===== src/rtl/sqn_pkg.sv =====
package sqn_pkg;
  localparam int NUM_TONES = 3;
  localparam int NUM_CH    = 4;
  localparam int NOISE_CH  = 3;

  typedef enum logic {
    REG_PERIOD = 1'b0,
    REG_ATTEN  = 1'b1
  } reg_kind_e;

  // Level for one attenuation step count: full scale times 0.79433^att
  // (2 dB per step), computed in 16-bit fixed point; the top code is silent.
  function automatic int att_level(input int att, input int silent, input int amp_w);
    logic [63:0] acc;
    acc = ((64'd1 << amp_w) - 64'd1) << 16;
    for (int i = 1; i < 64; i++) begin
      if (i <= att) acc = (acc * 64'd52057) >> 16;
    end
    if (att >= silent) return 0;
    return int'((acc + 64'd32768) >> 16);
  endfunction
endpackage


===== src/rtl/sqn_regs.sv =====
module sqn_regs #(
  parameter int PERIOD_W = 10,
  parameter int ATT_W    = 4
) (
  input  logic                                            clk,
  input  logic                                            rst_n,
  input  logic                                            wr_en,
  input  logic [7:0]                                      wr_data,
  output logic [sqn_pkg::NUM_TONES-1:0][PERIOD_W-1:0]     period_q,
  output logic [sqn_pkg::NUM_CH-1:0][ATT_W-1:0]           att_q,
  output logic                                            noise_white,
  output logic [1:0]                                      noise_rate,
  output logic                                            noise_load
);
  import sqn_pkg::*;

  localparam int HI_W = PERIOD_W - 4;

  logic [NUM_TONES-1:0][PERIOD_W-1:0] period_n;
  logic [NUM_CH-1:0][ATT_W-1:0]       att_n;
  logic                               white_n;
  logic [1:0]                         rate_n;
  logic [1:0]                         sel_q, sel_n;
  reg_kind_e                          kind_q, kind_n;

  always_comb begin
    period_n   = period_q;
    att_n      = att_q;
    white_n    = noise_white;
    rate_n     = noise_rate;
    sel_n      = sel_q;
    kind_n     = kind_q;
    noise_load = 1'b0;
    if (wr_en) begin
      if (wr_data[7]) begin
        sel_n  = wr_data[6:5];
        kind_n = reg_kind_e'(wr_data[4]);
        if (wr_data[4]) begin
          att_n[wr_data[6:5]] = wr_data[ATT_W-1:0];
        end else if (wr_data[6:5] == 2'(NOISE_CH)) begin
          white_n    = wr_data[2];
          rate_n     = wr_data[1:0];
          noise_load = 1'b1;
        end else begin
          for (int c = 0; c < NUM_TONES; c++) begin
            if (wr_data[6:5] == 2'(c)) period_n[c][3:0] = wr_data[3:0];
          end
        end
      end else if (kind_q == REG_PERIOD && sel_q != 2'(NOISE_CH)) begin
        for (int c = 0; c < NUM_TONES; c++) begin
          if (sel_q == 2'(c)) period_n[c][PERIOD_W-1:4] = wr_data[HI_W-1:0];
        end
      end
    end
  end

  always_ff @(posedge clk or negedge rst_n) begin
    if (!rst_n) begin
      period_q    <= '0;
      att_q       <= '1;
      noise_white <= 1'b0;
      noise_rate  <= 2'd0;
      sel_q       <= 2'd0;
      kind_q      <= REG_PERIOD;
    end else begin
      period_q    <= period_n;
      att_q       <= att_n;
      noise_white <= white_n;
      noise_rate  <= rate_n;
      sel_q       <= sel_n;
      kind_q      <= kind_n;
    end
  end
endmodule


===== src/rtl/sqn_tone.sv =====
module sqn_tone #(
  parameter int PERIOD_W = 10
) (
  input  logic                clk,
  input  logic                rst_n,
  input  logic                tick_en,
  input  logic [PERIOD_W-1:0] period,
  output logic                tone_out
);
  logic [PERIOD_W-1:0] cnt_q, cnt_n;
  logic                out_n;
  logic                held;

  assign held = (period <= PERIOD_W'(1));

  always_comb begin
    cnt_n = cnt_q;
    out_n = tone_out;
    if (tick_en) begin
      if (held) begin
        cnt_n = '0;
        out_n = 1'b1;
      end else if (cnt_q <= PERIOD_W'(1)) begin
        cnt_n = period;
        out_n = ~tone_out;
      end else begin
        cnt_n = cnt_q - PERIOD_W'(1);
      end
    end
  end

  always_ff @(posedge clk or negedge rst_n) begin
    if (!rst_n) begin
      cnt_q    <= '0;
      tone_out <= 1'b1;
    end else begin
      cnt_q    <= cnt_n;
      tone_out <= out_n;
    end
  end
endmodule


===== src/rtl/sqn_noise.sv =====
module sqn_noise #(
  parameter int LFSR_W     = 16,
  parameter int NOISE_BASE = 16
) (
  input  logic       clk,
  input  logic       rst_n,
  input  logic       tick_en,
  input  logic       noise_white,
  input  logic [1:0] noise_rate,
  input  logic       noise_load,
  input  logic       src_level,
  output logic       noise_out
);
  localparam int                TAP    = 3;
  localparam int                NCNT_W = $clog2((NOISE_BASE << 2) + 1);
  localparam logic [LFSR_W-1:0] SEED   = LFSR_W'(1) << (LFSR_W - 1);

  logic [LFSR_W-1:0] lfsr_q, lfsr_n;
  logic [NCNT_W-1:0] ncnt_q, ncnt_n;
  logic              src_prev_q;
  logic              fb;
  logic              src_rise;

  assign noise_out = lfsr_q[0];
  assign fb        = noise_white ? (lfsr_q[0] ^ lfsr_q[TAP]) : lfsr_q[0];
  assign src_rise  = src_level & ~src_prev_q;

  always_comb begin
    lfsr_n = lfsr_q;
    ncnt_n = ncnt_q;
    if (noise_load) begin
      lfsr_n = SEED;
      ncnt_n = '0;
    end else if (noise_rate == 2'd3) begin
      if (src_rise) lfsr_n = {fb, lfsr_q[LFSR_W-1:1]};
    end else if (tick_en) begin
      if (ncnt_q <= NCNT_W'(1)) begin
        ncnt_n = NCNT_W'(NOISE_BASE << noise_rate);
        lfsr_n = {fb, lfsr_q[LFSR_W-1:1]};
      end else begin
        ncnt_n = ncnt_q - NCNT_W'(1);
      end
    end
  end

  always_ff @(posedge clk or negedge rst_n) begin
    if (!rst_n) begin
      lfsr_q     <= SEED;
      ncnt_q     <= '0;
      src_prev_q <= 1'b1;
    end else begin
      lfsr_q     <= lfsr_n;
      ncnt_q     <= ncnt_n;
      src_prev_q <= src_level;
    end
  end
endmodule


===== src/rtl/sqn_mix.sv =====
module sqn_mix #(
  parameter int ATT_W    = 4,
  parameter int LVL_W    = 8,
  parameter int SAMPLE_W = 10
) (
  input  logic                                     clk,
  input  logic                                     rst_n,
  input  logic [sqn_pkg::NUM_CH-1:0]               ch_on,
  input  logic [sqn_pkg::NUM_CH-1:0][ATT_W-1:0]    att,
  output logic [SAMPLE_W-1:0]                      sample_out
);
  import sqn_pkg::*;

  localparam int NLEV = 1 << ATT_W;

  logic [LVL_W-1:0]    lvl_tab [NLEV];
  logic [SAMPLE_W-1:0] sum_n;

  for (genvar a = 0; a < NLEV; a++) begin : g_lvl
    assign lvl_tab[a] = LVL_W'(att_level(a, NLEV - 1, LVL_W));
  end

  always_comb begin
    sum_n = '0;
    for (int c = 0; c < NUM_CH; c++) begin
      if (ch_on[c]) sum_n = sum_n + SAMPLE_W'(lvl_tab[att[c]]);
    end
  end

  always_ff @(posedge clk or negedge rst_n) begin
    if (!rst_n) sample_out <= '0;
    else        sample_out <= sum_n;
  end
endmodule


===== src/rtl/sqn_sound_gen.sv =====
module sqn_sound_gen #(
  parameter int PERIOD_W   = 10,
  parameter int ATT_W      = 4,
  parameter int LVL_W      = 8,
  parameter int LFSR_W     = 16,
  parameter int NOISE_BASE = 16
) (
  input  logic             clk,
  input  logic             rst_n,
  input  logic             tick_en,
  input  logic             wr_en,
  input  logic [7:0]       wr_data,
  output logic [LVL_W+1:0] sample_out
);
  import sqn_pkg::*;

  localparam int SAMPLE_W = LVL_W + $clog2(NUM_CH);

  logic [NUM_TONES-1:0][PERIOD_W-1:0] period_q;
  logic [NUM_CH-1:0][ATT_W-1:0]       att_q;
  logic                               noise_white;
  logic [1:0]                         noise_rate;
  logic                               noise_load;
  logic [NUM_TONES-1:0]               tone_out;
  logic                               noise_out;

  sqn_regs #(.PERIOD_W(PERIOD_W), .ATT_W(ATT_W)) u_regs (
    .clk(clk), .rst_n(rst_n), .wr_en(wr_en), .wr_data(wr_data),
    .period_q(period_q), .att_q(att_q), .noise_white(noise_white),
    .noise_rate(noise_rate), .noise_load(noise_load)
  );

  for (genvar g = 0; g < NUM_TONES; g++) begin : g_tone
    sqn_tone #(.PERIOD_W(PERIOD_W)) u_tone (
      .clk(clk), .rst_n(rst_n), .tick_en(tick_en),
      .period(period_q[g]), .tone_out(tone_out[g])
    );
  end

  sqn_noise #(.LFSR_W(LFSR_W), .NOISE_BASE(NOISE_BASE)) u_noise (
    .clk(clk), .rst_n(rst_n), .tick_en(tick_en),
    .noise_white(noise_white), .noise_rate(noise_rate),
    .noise_load(noise_load), .src_level(tone_out[NUM_TONES-1]),
    .noise_out(noise_out)
  );

  sqn_mix #(.ATT_W(ATT_W), .LVL_W(LVL_W), .SAMPLE_W(SAMPLE_W)) u_mix (
    .clk(clk), .rst_n(rst_n), .ch_on({noise_out, tone_out}),
    .att(att_q), .sample_out(sample_out)
  );
endmodule


===== config.mk =====
export PLATFORM = sky130hd
export DESIGN_NAME = sqn_sound_gen
export DESIGN_NICKNAME = d
export VERILOG_FILES = /design/src/rtl/sqn_pkg.sv /design/src/rtl/sqn_regs.sv /design/src/rtl/sqn_tone.sv /design/src/rtl/sqn_noise.sv /design/src/rtl/sqn_mix.sv /design/src/rtl/sqn_sound_gen.sv
export SDC_FILE = /design/constraint.sdc
export NUM_CORES = 1
export LEC_CHECK = 0
export BUFFER_PORTS_ARGS = -buffer_cell sky130_fd_sc_hd__buf_2
export CORE_ASPECT_RATIO = 1.2
export CORE_MARGIN = 8
export CORE_UTILIZATION = 45
export CTS_BUF_LIST = sky130_fd_sc_hd__clkbuf_8 sky130_fd_sc_hd__clkbuf_16
export CTS_CLUSTER_SIZE = 16
export DETAILED_ROUTE_END_ITERATION = 7
export REMOVE_ABC_BUFFERS = 1
export SLEW_MARGIN = 20
export SYNTH_ARGS = -nofsm -noshare
export SYNTH_HDL_FRONTEND = slang
export SYNTH_HIERARCHICAL = 1
export SYNTH_SLANG_ARGS = --single-unit

===== constraint.sdc =====
create_clock -name clk -period 5.5 [get_ports clk]
set_clock_uncertainty 0.1 [all_clocks]
set_input_delay 1.1 -clock clk [delete_from_list [all_inputs] [get_ports clk]]
set_output_delay 1.1 -clock clk [all_outputs]
set_load 0.005 [all_outputs]

==> results.rst <==
.. list-table::
   :header-rows: 1

   * - Metric
     - Value
   * - Outcome
     - complete, no violations
   * - Quantity of I/O buffers inserted on ports
     - 21
   * - Die area
     - 0.02306 mm2
   * - Proportion of layout cells with a drive suffix above 1
     - 0.2279
   * - Dominant synthesized flop cell
     - dfrtp_1
   * - Clock tree from TritonCTS
     - built
   * - Biggest fanout along the worst timing path
     - 7
   * - FP Rows
     - 54
   * - Sum of negative setup slack
     - 0 ns
   * - Via count of the first global-routing pass
     - 6628
   * - Overall power consumption
     - 6.449 mW
   * - Area fraction of the dominant cell type after synthesis
     - 0.2955
   * - Max-cap violation count
     - 0
   * - Detailed-routing iteration count for the pre-antenna-repair pass
     - 5
   * - Aggregate routed wire length
     - 18.99 mm
   * - Clock root buffer
     - clkbuf_16
   * - Routability-driven placement congestion ratio
     - 0.8568
   * - Clk_lat worst skew
     - 0.41 ns
   * - Core region area
     - 0.01811 mm2
   * - Number of filler instances in the final layout
     - 1632
   * - Share of synthesized area occupied by flip-flops and latches
     - 0.3620
   * - Fmax
     - 193.8 MHz
   * - Switching Power
     - 2.804 mW
   * - Fraction of synthesis flops using an asynchronous set or reset pin
     - 1.000
   * - Path class of the lowest-slack min-delay path
     - reg2reg
   * - Worst setup path category
     - reg2reg
   * - Commonest non-fill, non-tap cells in the layout
     - 98 x dfrtp_1, 72 x nor2_1, 57 x o21ai_0, 55 x mux2_2, 50 x ha_1
   * - Critical path capture point type
     - flip-flop
   * - Number of nets in the layout
     - 926
   * - Clock network power share
     - 0.156
   * - Wire length of the first global-routing pass
     - 31.84 mm
   * - Cts bufs inserted
     - 17
   * - DIE WIDTH
     - 140.0 um
   * - Via density per instance
     - 5.948
   * - Final worst setup slack
     - 0.3401 ns
   * - Number of synthesized flops with an enable pin
     - 0
   * - Sort of element at the start of the critical path
     - flip-flop
   * - Antenna viol nets, final
     - 0
   * - Syn. warnings
     - 6
   * - Final instance count without filler cells
     - 1097
   * - Maximum vdd drop
     - 425.0 uV
   * - Number of cells produced by synthesis
     - 847
   * - Starting Density
     - 0.4583
   * - Per-instance average area after synthesis
     - 9.797 um2
   * - Transition time of the tightest slew-check pin
     - 0.9409 ns
   * - Setup Slack @ Placement
     - 0.1350 ns
   * - Initial DRC Count
     - 307
   * - Initial antenna violation count
     - 0
   * - Cell area power density
     - 706.3 mW/mm2
   * - GRT Overall Usage
     - 0.1680
   * - Worst hold start
     - u_noise/lfsr_q[15]$_DFFE_PN1P_
   * - Maximum level of the CTS H-tree
     - 4
   * - Switching fraction of total power
     - 0.4348
   * - Min cycle time layout
     - 5.160 ns
   * - Largest net degree at the start of global routing
     - 46
   * - Vias
     - 6525
   * - Total instance count after detailed placement
     - 1064
   * - Library cell occupying the most area in the post-synthesis netlist
     - dfrtp_1
   * - I/O pin total
     - 22
   * - Internal power
     - 3.644 mW
   * - Final hold violation count
     - 0
   * - Remaining max-slew budget at the tightest pin
     - 0.3670
   * - Static Leak
     - 3.983 nW
   * - Comb power frac
     - 0.592
   * - Post-synthesis to final-layout area growth
     - 10.03%
   * - CTS clk-pin slew, worst paths
     - 0.06 ns
   * - Most common cell after layout, fill and taps aside
     - dfrtp_1
   * - Number of unique standard cell types used by synthesis
     - 83
   * - Endpoint required time on the critical path
     - 5.68 ns
   * - Total number of clock tree sinks
     - 119
   * - First element of the critical path
     - u_regs/att_q[0]$_DFFE_PN1P_
   * - Setup-failing EPs final
     - 0
   * - Source of the worst register-to-register timing path
     - u_regs/att_q[0]$_DFFE_PN1P_
   * - DPL Wire Length
     - 13.82 mm
   * - Number of pins exceeding their max-slew limit in the final report
     - 0
   * - Final core area utilization
     - 0.5042
   * - CTS Hold Buffers Added
     - 0
   * - Sequential cell fraction of total power
     - 0.252
   * - Remaining Overflow, GRT
     - 0
   * - Die Ht
     - 164.8 um
   * - Maximum count of clock buffers along a single path
     - 2
   * - Wirelength per Cell
     - 17.31 um
   * - Count of state elements after synthesis
     - 119
   * - Cell Area, Synth
     - 0.008298 mm2
   * - DRC Markers
     - 0
   * - CP arrival
     - 5.34 ns
   * - Post-route clock period utilization
     - 0.9382
   * - Cell types occupying the most area after synthesis
     - dfrtp_1 30%, ha_1 7.7%, mux2_2 7.5%, dfstp_2 6.6%, mux2_4 3.8%
   * - Antenna diodes
     - 0
[stage by stage]
stage / area [um2] / hold slack [ns]
floorplan: 8135 / 0.3332
global placement: 8556 / 0.3531
detailed placement: 8556 / 0.3665
CTS: 9100 / 0.3756
global route: 9130 / 0.4005
finish: 9130 / 0.3702
[cell usage after synthesis (10+ instances only)]
library cell  instances
clkbuf_1             23
xnor2_1              10
a21oi_1              46
nand3_1              14
nor3_1               14
mux2_4               21
mux2_2               55
dfstp_2              21
nand2_1              36
nor2b_1              28
a31oi_1              11
a211oi_1             17
mux2i_1              15
dfrtp_1              98
o21ai_0              59
nand2b_1             11
nor2_1               73
inv_1                42
ha_1                 51
[kinds of logic after synthesis]
| family | synth area share |
|---|---|
| compound gates | 0.1879 |
| xor+xnor | 0.01267 |
| fa+ha+maj | 0.08414 |
| buf+inv | 0.03860 |
| flops | 0.3620 |
| mux | 0.1334 |
| simple gates | 0.1812 |
[power by group through the flow]
stage               Sequential (mW)  Combinational, mW  Clock [mW]
floorplan                      1.52               2.99           0
global placement               1.62               3.57           0
detailed placement             1.64               3.71           0
CTS                            1.62               3.74        1.03
global route                   1.69               4.25        1.07
finish                         1.63               3.82        1.01
[final timing paths]
path	end	slack (ns)	depth (start not counted)
max	u_mix/sample_out[9]$_DFF_PN0_	0.34	23
min	u_noise/lfsr_q[15]$_DFFE_PN1P_	0.37	2
max reg2reg	u_mix/sample_out[9]$_DFF_PN0_	0.34	23
min reg2reg	u_noise/lfsr_q[15]$_DFFE_PN1P_	0.37	2
max in group asynchronous	u_regs/att_q[5]$_DFFE_PN1P_	3.83	2
min in group asynchronous	u_noise/lfsr_q[9]$_DFFE_PN0P_	0.54	1
[critical path, cell delays in order (launching register included)]
cell and delay (ns):
dfstp_2 0.58, inv_1 0.08, ha_1 0.23, nand2_1 0.07, o21ai_0 0.08, o211ai_1 0.19
inv_1 0.06, ha_1 0.23, fa_2 0.38, a21o_2 0.20, a211oi_1 0.22, nor2_1 0.06
mux2_2 0.28, ha_1 0.34, o21ai_0 0.13, nor2_1 0.21, o311a_1 0.20, a21oi_1 0.05
a221o_1 0.41, ha_4 0.31, nand3_1 0.10, o21ai_2 0.19, mux2i_1 0.23, o211ai_1 0.10
[final cells by class]
class                   instances  area, um2  share of cell area
clock inverters                12      77.57            0.008497
repair buffers                 26      145.1             0.01590
flip-flops and latches        119       3004              0.3290
inverters                      42      157.7             0.01727
multi-input cells             654       4999              0.5475
clock buffers                  20      466.7             0.05112
well taps                     224      280.3             0.03070
[registers in the layout, indices dropped and copies added, names as in the netlist]
signal / cells
g_tone.u_tone/cnt_q: 30
u_noise/lfsr_q: 16
u_regs/att_q: 16
u_regs/period_q: 30
g_tone.u_tone/tone_out: 3
u_regs/noise_white: 1
u_noise/ncnt_q: 7
u_mix/sample_out: 10
u_noise/src_prev_q: 1
u_regs/kind_q: 1
u_regs/sel_q: 2
u_regs/noise_rate: 2
[timing repair]
item                       in CTS  in global routing
setup endpoints to repair       0                  2
gates resized for setup         0                  6
buffers inserted                0                  1
[routing by layer]
metal | GRT usage | vias to the layer above | wire (um)
li1 | - | 3144 | -
met1 | 0.1978 | 3229 | 8475
met2 | 0.3023 | 133 | 9600
met5 | 0 | - | 0
met4 | 0.06673 | 0 | 301
met3 | 0.02632 | 19 | 608
Note: power is estimated with default switching activity, not from simulation.
